--- config.mk ---
export PLATFORM = sky130hd
export DESIGN_NAME = fsr_bank
export DESIGN_NICKNAME = d
export VERILOG_FILES = /design/src/rtl/fsr_pkg.sv /design/src/rtl/fsr_decode.sv /design/src/rtl/fsr_permit.sv /design/src/rtl/fsr_store.sv /design/src/rtl/fsr_bank.sv
export SDC_FILE = /design/constraint.sdc
export NUM_CORES = 1
export LEC_CHECK = 0
export BUFFER_PORTS_ARGS = -buffer_cell sky130_fd_sc_hd__buf_2
export CAP_MARGIN = 20
export CORE_UTILIZATION = 58
export DETAILED_ROUTE_END_ITERATION = 16
export GPL_ROUTABILITY_DRIVEN = 0
export PLACE_DENSITY_LB_ADDON = 0.3
export SETUP_SLACK_MARGIN = 0.2
export SLEW_MARGIN = 20
export SYNTH_ARGS = -nofsm -noshare
export SYNTH_HDL_FRONTEND = slang
export SYNTH_SLANG_ARGS = --single-unit
--- constraint.sdc ---
create_clock -name clk -period 1.8 [get_ports clk]
set_input_delay 0.18 -clock clk [delete_from_list [all_inputs] [get_ports clk]]
set_output_delay 0.18 -clock clk [all_outputs]
set_load 0.03 [all_outputs]
--- src/rtl/fsr_pkg.sv ---
package fsr_pkg;
    localparam int SEL_W = 4;
    localparam int NREG  = 5;

    localparam int IX_ID    = 0;
    localparam int IX_STAT  = 1;
    localparam int IX_EXC   = 2;
    localparam int IX_FEAT0 = 3;
    localparam int IX_FEAT1 = 4;

    localparam logic [SEL_W-1:0] SEL_ID    = 4'b0000;
    localparam logic [SEL_W-1:0] SEL_STAT  = 4'b0001;
    localparam logic [SEL_W-1:0] SEL_EXC   = 4'b1000;
    localparam logic [SEL_W-1:0] SEL_FEAT0 = 4'b0111;
    localparam logic [SEL_W-1:0] SEL_FEAT1 = 4'b0110;

    typedef enum logic [1:0] {
        ST_IDLE    = 2'd0,
        ST_RD_DONE = 2'd1,
        ST_WR_DONE = 2'd2,
        ST_FAULT   = 2'd3
    } rsp_state_e;

    typedef struct packed {
        logic            hit;
        logic            read_only;
        logic            need_en;
        logic            need_priv;
        logic [NREG-1:0] onehot;
    } sel_info_t;
endpackage

--- src/rtl/fsr_decode.sv ---
module fsr_decode
    import fsr_pkg::*;
(
    input  logic [SEL_W-1:0] sel,
    output sel_info_t        info
);
    always_comb begin
        info = '0;
        unique case (sel)
            SEL_ID: begin
                info.onehot[IX_ID] = 1'b1;
                info.read_only     = 1'b1;
                info.need_priv     = 1'b1;
            end
            SEL_STAT: begin
                info.onehot[IX_STAT] = 1'b1;
                info.need_en         = 1'b1;
            end
            SEL_EXC: begin
                info.onehot[IX_EXC] = 1'b1;
                info.need_priv      = 1'b1;
            end
            SEL_FEAT0: begin
                info.onehot[IX_FEAT0] = 1'b1;
                info.read_only        = 1'b1;
                info.need_priv        = 1'b1;
            end
            SEL_FEAT1: begin
                info.onehot[IX_FEAT1] = 1'b1;
                info.read_only        = 1'b1;
                info.need_priv        = 1'b1;
            end
            default: info = '0;
        endcase
        info.hit = |info.onehot;
    end
endmodule

--- src/rtl/fsr_permit.sv ---
module fsr_permit
    import fsr_pkg::*;
(
    input  sel_info_t info,
    input  logic      priv,
    input  logic      en,
    input  logic      grant,
    output logic      permit
);
    always_comb begin
        permit = grant & info.hit
               & (~info.need_en   | en)
               & (~info.need_priv | priv);
    end
endmodule

--- src/rtl/fsr_store.sv ---
module fsr_store
    import fsr_pkg::*;
#(
    parameter int          DATA_W     = 32,
    parameter int          EN_BIT     = 30,
    parameter int          REV_W      = 4,
    parameter logic [DATA_W-REV_W-1:0] ID_UPPER = 28'h4102314,
    parameter logic [DATA_W-1:0] STAT_RST  = 32'h0000_0000,
    parameter logic [DATA_W-1:0] EXC_RST   = 32'h0000_0000,
    parameter logic [DATA_W-1:0] FEAT0_VAL = 32'h1011_0221,
    parameter logic [DATA_W-1:0] FEAT1_VAL = 32'h0000_0001
) (
    input  logic              clk,
    input  logic              rst_n,
    input  logic              wr_stat,
    input  logic              wr_exc,
    input  logic [DATA_W-1:0] wdata,
    input  logic [REV_W-1:0]  rev,
    input  logic [NREG-1:0]   rd_onehot,
    output logic [DATA_W-1:0] rdata,
    output logic              en
);
    logic [DATA_W-1:0] stat_q;
    logic [DATA_W-1:0] exc_q;
    logic [DATA_W-1:0] word [NREG];

    always_ff @(posedge clk) begin
        if (!rst_n) begin
            stat_q <= STAT_RST;
            exc_q  <= EXC_RST;
        end else begin
            if (wr_stat) stat_q <= wdata;
            if (wr_exc)  exc_q  <= wdata;
        end
    end

    always_comb begin
        word[IX_ID]    = {ID_UPPER, rev};
        word[IX_STAT]  = stat_q;
        word[IX_EXC]   = exc_q;
        word[IX_FEAT0] = FEAT0_VAL;
        word[IX_FEAT1] = FEAT1_VAL;
    end

    // AND-OR read mux over the one-hot select
    logic [DATA_W-1:0] part [NREG+1];
    assign part[0] = '0;
    generate
        for (genvar g = 0; g < NREG; g++) begin : g_rdmux
            assign part[g+1] = part[g] | (word[g] & {DATA_W{rd_onehot[g]}});
        end
    endgenerate
    assign rdata = part[NREG];
    assign en    = exc_q[EN_BIT];

    // storage changes only through an issued write strobe
    a_r7_stat_hold: assert property (@(posedge clk) disable iff (!rst_n)
        !wr_stat |=> $stable(stat_q));
    a_r7_exc_hold: assert property (@(posedge clk) disable iff (!rst_n)
        !wr_exc |=> $stable(exc_q));
    a_r8_one_write: assert property (@(posedge clk) disable iff (!rst_n)
        $countones({wr_stat, wr_exc}) <= 1);
endmodule

--- src/rtl/fsr_bank.sv ---
module fsr_bank
    import fsr_pkg::*;
#(
    parameter int DATA_W = 32,
    parameter int EN_BIT = 30,
    parameter int REV_W  = 4
) (
    input  logic              clk,
    input  logic              rst_n,
    input  logic              req_valid,
    input  logic              req_write,
    input  logic [SEL_W-1:0]  req_sel,
    input  logic [DATA_W-1:0] req_wdata,
    input  logic              req_priv,
    input  logic              cp_grant,
    input  logic [REV_W-1:0]  rev_id,
    output logic [DATA_W-1:0] rd_data,
    output logic              rd_valid,
    output logic              undef_exc
);
    sel_info_t         info;
    logic              en;
    logic              permit;
    logic              accept;
    logic              wr_stat, wr_exc;
    logic [DATA_W-1:0] rmux;
    logic [DATA_W-1:0] rd_q;
    rsp_state_e        state_q, state_d;

    fsr_decode u_dec (.sel(req_sel), .info(info));

    fsr_permit u_perm (
        .info(info), .priv(req_priv), .en(en), .grant(cp_grant), .permit(permit)
    );

    assign accept  = req_valid & permit;
    assign wr_stat = accept & req_write & info.onehot[IX_STAT];
    assign wr_exc  = accept & req_write & info.onehot[IX_EXC];

    fsr_store #(.DATA_W(DATA_W), .EN_BIT(EN_BIT), .REV_W(REV_W)) u_store (
        .clk(clk), .rst_n(rst_n), .wr_stat(wr_stat), .wr_exc(wr_exc),
        .wdata(req_wdata), .rev(rev_id), .rd_onehot(info.onehot),
        .rdata(rmux), .en(en)
    );

    // next-state selection
    always_comb begin
        if (!req_valid)      state_d = ST_IDLE;
        else if (!permit)    state_d = ST_FAULT;
        else if (req_write)  state_d = ST_WR_DONE;
        else                 state_d = ST_RD_DONE;
    end

    // state register and captured read word
    always_ff @(posedge clk) begin
        if (!rst_n) begin
            state_q <= ST_IDLE;
            rd_q    <= '0;
        end else begin
            state_q <= state_d;
            rd_q    <= (state_d == ST_RD_DONE) ? rmux : '0;
        end
    end

    // outputs from state
    always_comb begin
        rd_valid  = 1'b0;
        undef_exc = 1'b0;
        rd_data   = '0;
        unique case (state_q)
            ST_IDLE:    ;
            ST_WR_DONE: ;
            ST_RD_DONE: begin
                rd_valid = 1'b1;
                rd_data  = rd_q;
            end
            ST_FAULT:   undef_exc = 1'b1;
            default:    ;
        endcase
    end

    a_r10_exclusive: assert property (@(posedge clk) disable iff (!rst_n)
        !(rd_valid && undef_exc));
    a_r10_idle_quiet: assert property (@(posedge clk) disable iff (!rst_n)
        !req_valid |=> (!rd_valid && !undef_exc && rd_data == '0));
    a_r6_no_grant: assert property (@(posedge clk) disable iff (!rst_n)
        (req_valid && !cp_grant) |=> undef_exc);
    a_r9_bad_sel: assert property (@(posedge clk) disable iff (!rst_n)
        (req_valid && req_sel != SEL_ID && req_sel != SEL_STAT && req_sel != SEL_EXC
         && req_sel != SEL_FEAT0 && req_sel != SEL_FEAT1) |=> undef_exc);
    a_r5_user_sys: assert property (@(posedge clk) disable iff (!rst_n)
        (req_valid && !req_priv && req_sel != SEL_STAT) |=> undef_exc);
    a_r4_priv_open: assert property (@(posedge clk) disable iff (!rst_n)
        (req_valid && req_priv && cp_grant && (req_sel == SEL_ID || req_sel == SEL_EXC
         || req_sel == SEL_FEAT0 || req_sel == SEL_FEAT1)) |=> !undef_exc);
    a_r3_ro_quiet: assert property (@(posedge clk) disable iff (!rst_n)
        (req_valid && req_write && req_priv && cp_grant && (req_sel == SEL_ID
         || req_sel == SEL_FEAT0 || req_sel == SEL_FEAT1)) |=> (!undef_exc && !rd_valid));
    a_r10_read_strobe: assert property (@(posedge clk) disable iff (!rst_n)
        (req_valid && !req_write && !undef_exc) |=> $onehot0({rd_valid, undef_exc}));
endmodule

==> impl_metrics.toml, run 1 <==
[outcome]
outcome = "finished clean"

[routing]
drt-wirelength-per-cell_microns = 15.4
via_per_inst = 5.67
dr.pass1.iters = 4
drc = 0
drt_wl_total_microns = 9120
num_vias = 3347
first_iter_violations = 380
detail-route-antenna-nets = 0

[timing]
fin_tns_setup_ns = 0
relSlewSlack = 0.631
min_period_ns = 1.62
hold_viol = 0
setup_viol_count_final = 0
fmax_mhz = 615
maxSlewViolCount = 0
finalClockSkew_ns = 0.00882
holdWs_ns = 0.0636
rsz0062_at_grt = "true"
tightest_slew_ns = 0.553
finalCritPeriodShare = 0.903

[layout]
layout.nets = 555
area_delta_synth_final_pct = 23.8
fill_cells = 468
seq_area_sq_um = 1960
diodes = 0
multi_input_area_sq_um = 1720
drive_gt1_frac = 0.281

[logic_synthesis]
ys_dominant_reg_cell = "dfxtp_1"
ys_seq_area_frac = 0.511
synth-adder-area-share = 0
synth_top_family_by_area = "simple AND/OR/NAND/NOR gates"
synth_nets = 481
yosys-top-cells-area = "dfxtp_1 51%, nand3_1 8.5%, and2_1 5.4%"
syn_avg_cell_area_sq_um = 8.83
synth_cells = 435
synth-simple-area-share = 0.238
yosys.area.top_type = "dfxtp_1"
synth_xor_area_frac = 0
netlist_area_sq_um = 3840
yosys-mux-area-fraction = 0.0114
yosys_warnings = 0
async_flop_share = 0
yosysTopAreaCellShare = 0.511
synth_seq_cells = 98
synth_compound_area_frac = 0.186
synth_edf_count = 0
ys_types = 38

[global_route]
grt_use_met1 = 0.337
grt_pass1_wl_microns = 13900
grtUsageMet2 = 0.390
use_met3 = 0.0467
track_usage = 0.251
grt_max_degree = 99
grt_overflow_total = 0
top_usage_layer = "met2"
grt_pass1_vias = 2969
antenna_found_initial = 0

[cts]
cts_sinks = 98
tritoncts = "done"
clkTransAtPathRegs_ns = 0.09
clockBufferDepth = 2
holdBufCountCts = 0
root_buffer = "clkbuf_8"
cts_max_level = 3
clock_latency_ns = 0.36
numCtsBuffers = 9

[power]
ir_worst_vdd_mv = 0.771
powerDensity_nw_per_um2 = 827
pwr-share-seq = 0.552
internal_power_mw = 3.04
clkPwrFrac = 0.381
p_sw_frac = 0.227
comb_power_share = 0.066
p_leak_nw = 1.85
switchingPower_mw = 0.891

[flow_run]
max_cap_violations = 0

[floorplan]
core_area_sq_um = 6390
die_w_microns = 83.4
rows = 29
ioPinCount = 80
die_area_sq_um = 6950
initial_core_util = 0.602
die_h_microns = 83.4

[setup_path]
worstPathRequired_ns = 1.62
critical_path.max_fanout = 5
critPathLaunchType = "flip-flop"
arrival_ns = 1.44
ff2ff_setup_slack_ns = 0.38
path_class = "flip-flop to primary output"
r2r-end = "rd_q[30]$_SDFF_PN0_"
crit_path_start = "state_q[0]$_SDFF_PN0_"
endpoint_kind = "primary output"
reg2reg_depth = 4
cp-endpoint = "rd_data[19]"
r2r_start = "u_store.exc_q[30]$_SDFFE_PN0P_"

[placement]
io_buffers = 79
hpwl_microns = 5420

[worst_hold_path]
hold_path_depth = 3
hp-class = "input port to flip-flop"
==> logic make-up (layout without fill, tap and decap cells) <==
| kind of cell | after synthesis | after routing |
|---|---|---|
| simple gates | 177 | 177 |
| compound gates | 110 | 110 |
| mux | 4 | 4 |
| flops | 98 | 98 |
| buf+inv | 46 | 124 |
==> synthesized netlist by cell type (4+ instances only) <==
| master | count |
|---|---|
| dfxtp_1 | 98 |
| nand3_1 | 65 |
| nand2_1 | 37 |
| and2_1 | 33 |
| o21ai_0 | 32 |
| o21ai_1 | 32 |
| nor2_1 | 22 |
| a22oi_1 | 16 |
| clkbuf_1 | 14 |
| buf_2 | 12 |
| inv_1 | 9 |
| nand2b_1 | 9 |
| buf_1 | 7 |
| a21oi_1 | 6 |
| a22o_1 | 5 |
| a221oi_2 | 4 |
==> metrics by stage <==
stage | utilization | instances | cell area (sq um) | power, mW | worst slack (ns)
floorplan | - | 435 | 3840 | 2.35 | 0.280
global placement | 0.673 | 568 | 4300 | 2.45 | 0.226
detailed placement | 0.673 | 568 | 4300 | 2.45 | 0.197
CTS | 0.707 | 583 | 4510 | 3.92 | 0.192
global route | 0.745 | 590 | 4760 | 4.08 | 0.117
finish | 0.745 | 590 | 4760 | 3.93 | 0.175
==> final cells by class <==
cell class | count | share of cell area
Sequential cell | 98 | 0.413
Timing Repair Buffer | 100 | 0.155
Inverter | 9 | 0.00710
Clock buffer | 10 | 0.0268
Multi-Input combinational cell | 291 | 0.361
Tap cell | 77 | 0.0203
Clock inverter | 5 | 0.0168
==> registers in the layout, summed over array words and instances, names as in the netlist <==
register	cells
rd_q	32
state_q	2
u_store.stat_q	32
u_store.exc_q	32
==> layer usage <==
| layer | vias up | routed length, microns |
|---|---|---|
| met2 | 119 | 4530 |
| met3 | 18 | 505 |
| met5 | - | 0 |
| met1 | 1553 | 3890 |
| li1 | 1657 | - |
| met4 | 0 | 195 |
==> worst min path at each step <==
| stage | end | start | slack (ns) |
|---|---|---|---|
| after floorplan | state_q[0]$_SDFF_PN0_ | req_valid | 0.33 |
| after global placement | rd_q[30]$_SDFF_PN0_ | req_sel[3] | 0.42 |
| after detailed placement | rd_q[30]$_SDFF_PN0_ | req_sel[3] | 0.43 |
| after CTS | rd_q[30]$_SDFF_PN0_ | req_sel[3] | 0.05 |
| after global routing | u_store.exc_q[25]$_SDFFE_PN0P_ | req_wdata[25] | 0.06 |
| final | u_store.exc_q[25]$_SDFFE_PN0P_ | req_wdata[25] | 0.06 |
==> placed cells by master, fill, tap and decap left out, types with 5 or more instances in the layout <==
| master | instances |
|---|---|
| o21ai_0 | 32 |
| inv_1 | 9 |
| a22o_1 | 5 |
| nand2b_1 | 9 |
| buf_6 | 29 |
| o21ai_1 | 32 |
| and2_4 | 13 |
| a21oi_1 | 6 |
| buf_4 | 11 |
| buf_2 | 58 |
| and2_1 | 20 |
| clkbuf_8 | 9 |
| nor2_1 | 22 |
| a22oi_1 | 16 |
| nand3_1 | 65 |
| nand2_1 | 37 |
| dfxtp_1 | 97 |
==> timing repair <==
action | CTS | global route
endpoints found under the setup margin | 23 | 32
setup buffers | 0 | 3
pin swaps | 0 | 13
cloned | 0 | 4
resized for setup | 3 | 88
==> critical path, stage by stage, from the launching register on <==
cell and delay, ns:
dfxtp_2 0.33, nor2b_4 0.22, buf_6 0.14, buf_6 0.11, and2_1 0.16, buf_6 0.14
==> power groups by stage <==
stage          Clock (mW)  Sequential [mW]  Combinational, mW
3_3_place_gp            0             2.22              0.225
6_report             1.50             2.17              0.261
5_1_grt              1.62             2.17              0.283
2_1_floorplan           0             2.22              0.131
4_1_cts              1.52             2.17              0.231
3_5_place_dp            0             2.22              0.229
Power figures use the tool's default switching activity.
==> inputs of run 2 (changes only) <==
--- a/config.mk
+++ b/config.mk
@@ -7,7 +7,7 @@
 export LEC_CHECK = 0
 export BUFFER_PORTS_ARGS = -buffer_cell sky130_fd_sc_hd__buf_2
 export CAP_MARGIN = 20
-export CORE_UTILIZATION = 58
+export CORE_UTILIZATION = 35
 export DETAILED_ROUTE_END_ITERATION = 16
 export GPL_ROUTABILITY_DRIVEN = 0
 export PLACE_DENSITY_LB_ADDON = 0.3
@@ -15,4 +15,5 @@
 export SLEW_MARGIN = 20
 export SYNTH_ARGS = -nofsm -noshare
 export SYNTH_HDL_FRONTEND = slang
+export SYNTH_HIERARCHICAL = 1
 export SYNTH_SLANG_ARGS = --single-unit
==> impl_metrics.toml, run 2 <==
[floorplan]
die_w_microns = 110
die_area_sq_um = 12200
initial_core_util = 0.359
core_area_sq_um = 11400
rows = 39
die_h_microns = 110
ioPinCount = 80

[routing]
dr.pass1.iters = 5
detail-route-antenna-nets = 0
drt_wl_total_microns = 10100
via_per_inst = 4.81
drc = 0
drt-wirelength-per-cell_microns = 16.2
num_vias = 3003
first_iter_violations = 97

[cts]
clkTransAtPathRegs_ns = 0.06
clock_latency_ns = 0.33
cts_sinks = 98
holdBufCountCts = 0
tritoncts = "done"
numCtsBuffers = 9
clockBufferDepth = 2
cts_max_level = 3
root_buffer = "clkbuf_16"

[setup_path]
arrival_ns = 1.87
worstPathRequired_ns = 2.02
reg2reg_depth = 7
crit_top_cell = "buf_12"
crit_family = "simple AND/OR/NAND/NOR gates"
crit_path_max_incr_delay_ns = 0.35
crit_path_cell_trace = "inv_2 > a221oi_4 > and4_4 > buf_12 > buf_12 > mux2i_1 > nor2b_1"
crit_path_top_delay_cell = "dfxtp_2"
path_class = "flip-flop to flip-flop"
crit_buf_inv = 3
critPathLaunchType = "flip-flop"
critical_path.max_fanout = 5
path_depth = 7
endpoint_kind = "flip-flop"

[timing]
maxSlewViolCount = 0
finalCritPeriodShare = 0.917
fmax_mhz = 606
min_period_ns = 1.65
relSlewSlack = 0.610
finalClockSkew_ns = 0.00624
setup_slack_ns = 0.150
hold_viol = 0
fin_tns_setup_ns = 0
tightest_slew_ns = 0.582
rsz0062_at_grt = "true"
setup_viol_count_final = 0

[outcome]
outcome = "finished clean"

[global_route]
grt_pass1_wl_microns = 14600
grt_max_degree = 66
grt_pass1_vias = 2904
grt_overflow_total = 0
antenna_found_initial = 0
track_usage = 0.161

[logic_synthesis]
synth_nets = 427
netlist_area_sq_um = 4100
yosys_warnings = 6
syn_avg_cell_area_sq_um = 10.8
synth_cells = 381

[power]
p_leak_nw = 2.17
ir_worst_vdd_mv = 0.413
powerDensity_nw_per_um2 = 794

[placement]
io_buffers = 79
dpl_cell_area_sq_um = 4720
dp_slack_ns = -0.158
hpwl_microns = 5890

[layout]
mostFrequentLayoutCell = "dfxtp_1"
largestRegisters = "rd_q: 32 flops, u_store/exc_q: 32 flops, u_store/stat_q: 32 flops"
layout.nets = 523
area_delta_synth_final_pct = 37.0
diodes = 0
drive_gt1_frac = 0.380
final_util = 0.492
layout_common_cells = "96 x dfxtp_1, 64 x nor2b_1, 62 x mux2i_1, 47 x buf_2, 32 x buf_6"
final_area_sq_um = 5620

[worst_hold_path]
hp-class = "input port to flip-flop"
hold_path_depth = 2

[flow_run]
max_cap_violations = 0
## run 2: metrics by stage
step	power, mW	hold slack, ns	cells
floorplan	2.32	0.273	381
CTS	4.46	0.0751	615
global placement	2.43	0.412	596
finish	4.46	0.0884	624
global route	4.59	0.112	624
detailed placement	2.43	0.417	596
## run 2: repair_timing
| item | in CTS | in global routing |
|---|---|---|
| cloned | 2 | 7 |
| resized for setup | 11 | 128 |
| buffers inserted | 2 | 2 |
| endpoints found under the setup margin | 86 | 74 |
| pin swaps | 2 | 27 |
## run 2: layout make-up
cell class | count | area (sq um)
clock buffers | 9 | 225
clock inverters | 6 | 87.6
multi-input cells | 246 | 2030
repair buffers | 114 | 1110
inverters | 8 | 30.0
flip-flops and latches | 98 | 1960
fillers | 1063 | 5800
well taps | 143 | 179
## run 2: path summary, 6_finish.rpt
path	start	to	slack [ns]
worst max-delay path	u_store/exc_q[30]$_SDFFE_PN0P_	u_store/exc_q[20]$_SDFFE_PN0P_	0.15
worst min-delay path	req_write	state_q[0]$_SDFF_PN0_	0.09
worst min register to register	u_store/exc_q[13]$_SDFFE_PN0P_	u_store/exc_q[13]$_SDFFE_PN0P_	0.52
worst max register to register	u_store/exc_q[30]$_SDFFE_PN0P_	u_store/exc_q[20]$_SDFFE_PN0P_	0.15
## run 2: power breakdown
group          internal (mW)  switching, mW  leakage, nW
Sequential              2.17        0.00202        0.790
Clock                   1.22          0.824        0.156
Combinational          0.119          0.127         1.23
Total                   3.51          0.952         2.17
## run 2: routing by layer
metal  wire (microns)  track usage  vias up  share of wire
met2             4790        0.280       67           0.47
met4              152       0.0592        0          0.015
met3              344       0.0259       10          0.034
li1                 -            -     1477              -
met1             4800        0.199     1449           0.48
met5                0            0        -              0
## run 2: worst reg2reg max path, stage by stage (launching register included)
cell and delay, ns:
dfxtp_2 0.35, inv_2 0.05, a221oi_4 0.26, and4_4 0.33, buf_12 0.12, buf_12 0.12
mux2i_1 0.24, nor2b_1 0.08
==> inputs of run 3 (changes only) <==
==> constraint.sdc (replaced) <==
create_clock -name clk -period 1.9 [get_ports clk]
set_input_delay 0.19 -clock clk [delete_from_list [all_inputs] [get_ports clk]]
set_output_delay 0.19 -clock clk [all_outputs]
set_load 0.05 [all_outputs]
==> impl_metrics.toml, run 3 (synthesis gave the netlist of run 2 again) <==
[cts]
cts_max_level = 3
cts_sinks = 98
root_buffer = "clkbuf_16"
clock_latency_ns = 0.34
tritoncts = "done"
postCtsSetupBuffers = 0
numCtsBuffers = 9
clockBufferDepth = 2
holdBufCountCts = 0
clkTransAtPathRegs_ns = 0.07

[global_route]
antenna_found_initial = 0
grt_overflow_total = 0
grt_pass1_wl_microns = 14000
grt_pass1_vias = 2710
grt_max_degree = 66
track_usage = 0.155

[floorplan]
die_area_sq_um = 12200
rows = 39
core_area_sq_um = 11400
die_h_microns = 110
die_w_microns = 110
initial_core_util = 0.359
ioPinCount = 80

[routing]
num_vias = 2888
highest_layer = "met4"
drt-wirelength-per-cell_microns = 15.0
drc = 0
met3_length_microns = 335
wl_met2_microns = 4420
dr.pass1.iters = 4
first_iter_violations = 146
met1Wirelength_microns = 4320
via_per_inst = 4.72
drt_wl_total_microns = 9190
detail-route-antenna-nets = 0

[timing]
finalCritPeriodShare = 0.862
fmax_mhz = 611
hold_viol = 0
holdWs_ns = 0.0936
min_period_ns = 1.64
finalClockSkew_ns = 0.00594
rsz0062_at_grt = "true"
tightest_slew_ns = 0.511
fin_tns_setup_ns = 0
setup_viol_count_final = 0
relSlewSlack = 0.660
maxSlewViolCount = 0

[setup_path]
reg2reg_depth = 6
critPathLaunchType = "flip-flop"
path_class = "flip-flop to primary output"
arrival_ns = 1.45
worstPathRequired_ns = 1.71
critical_path.max_fanout = 10
endpoint_kind = "primary output"

[outcome]
outcome = "finished clean"

[layout]
drive_gt1_frac = 0.303
final_util = 0.452
diodes = 0
layout.nets = 510
final_area_sq_um = 5160
layout_common_cells = "97 x dfxtp_1, 64 x nor2b_1, 61 x mux2i_1, 52 x and2_1, 50 x buf_2"
mostFrequentLayoutCell = "dfxtp_1"
largestRegisters = "rd_q: 32 flops, u_store/exc_q: 32 flops, u_store/stat_q: 32 flops"
area_delta_synth_final_pct = 25.9

[power]
clkPwrFrac = 0.436
pwr-share-seq = 0.514
p_total_mw = 4.00
switchingPower_mw = 0.942
powerDensity_nw_per_um2 = 775
p_leak_nw = 1.98
p_sw_frac = 0.235
comb_power_share = 0.050
internal_power_mw = 3.06
ir_worst_vdd_mv = 0.394

[placement]
hpwl_microns = 5930
dpl_cell_area_sq_um = 4710
io_buffers = 79

[worst_hold_path]
hp-class = "input port to flip-flop"
hold_path_depth = 2

[flow_run]
max_cap_violations = 0
[run 3: through the flow]
stage | setup slack [ns] | cells
6_report | 0.263 | 612
5_1_grt | 0.176 | 612
4_1_cts | 0.201 | 610
3_5_place_dp | -0.0182 | 594
3_3_place_gp | 0.0113 | 594
2_1_floorplan | 0.151 | 381
[run 3: cell type report]
class | count | area [sq um]
clock buffer | 9 | 225
clock inverter | 7 | 60.1
fill | 1100 | 6260
inverter | 8 | 30.0
multi-input combinational | 246 | 1950
sequential | 98 | 1960
tap | 143 | 179
timing repair buffer | 101 | 753
[run 3: worst paths after layout]
path / from / endpoint / slack, ns
worst max register to register: u_store/exc_q[30]$_SDFFE_PN0P_ / u_store/stat_q[17]$_SDFFE_PN0P_ / 0.27
worst max-delay path: state_q[1]$_SDFF_PN0_ / rd_data[2] / 0.26
worst min register to register: u_store/exc_q[0]$_SDFFE_PN0P_ / u_store/exc_q[0]$_SDFFE_PN0P_ / 0.52
worst min-delay path: req_write / state_q[0]$_SDFF_PN0_ / 0.09
[run 3: critical path, stage by stage (launching register included)]
cell and delay, ns:
dfxtp_1 0.31, and2b_1 0.23, buf_4 0.19, and2_1 0.13, buf_2 0.25
[run 3: metal layers]
layer	vias to the layer above	track usage
met1	1358	0.203
met5	-	0
li1	1457	-
met3	11	0.0259
met2	62	0.253
met4	0	0.0630
[run 3: power by group through the flow]
stage / clock (mW) / combinational, mW / sequential [mW]
floorplan: 0 / 0.0906 / 2.11
global placement: 0 / 0.194 / 2.11
detailed placement: 0 / 0.195 / 2.11
CTS: 1.80 / 0.196 / 2.06
global route: 1.88 / 0.218 / 2.06
finish: 1.74 / 0.199 / 2.06
[run 3: what timing repair did]
action / 4_1_cts / 5_1_grt
setup endpoints to repair: 10 / 89
pin swaps: 0 / 3
gates resized for setup: 10 / 45
cloned: 0 / 2
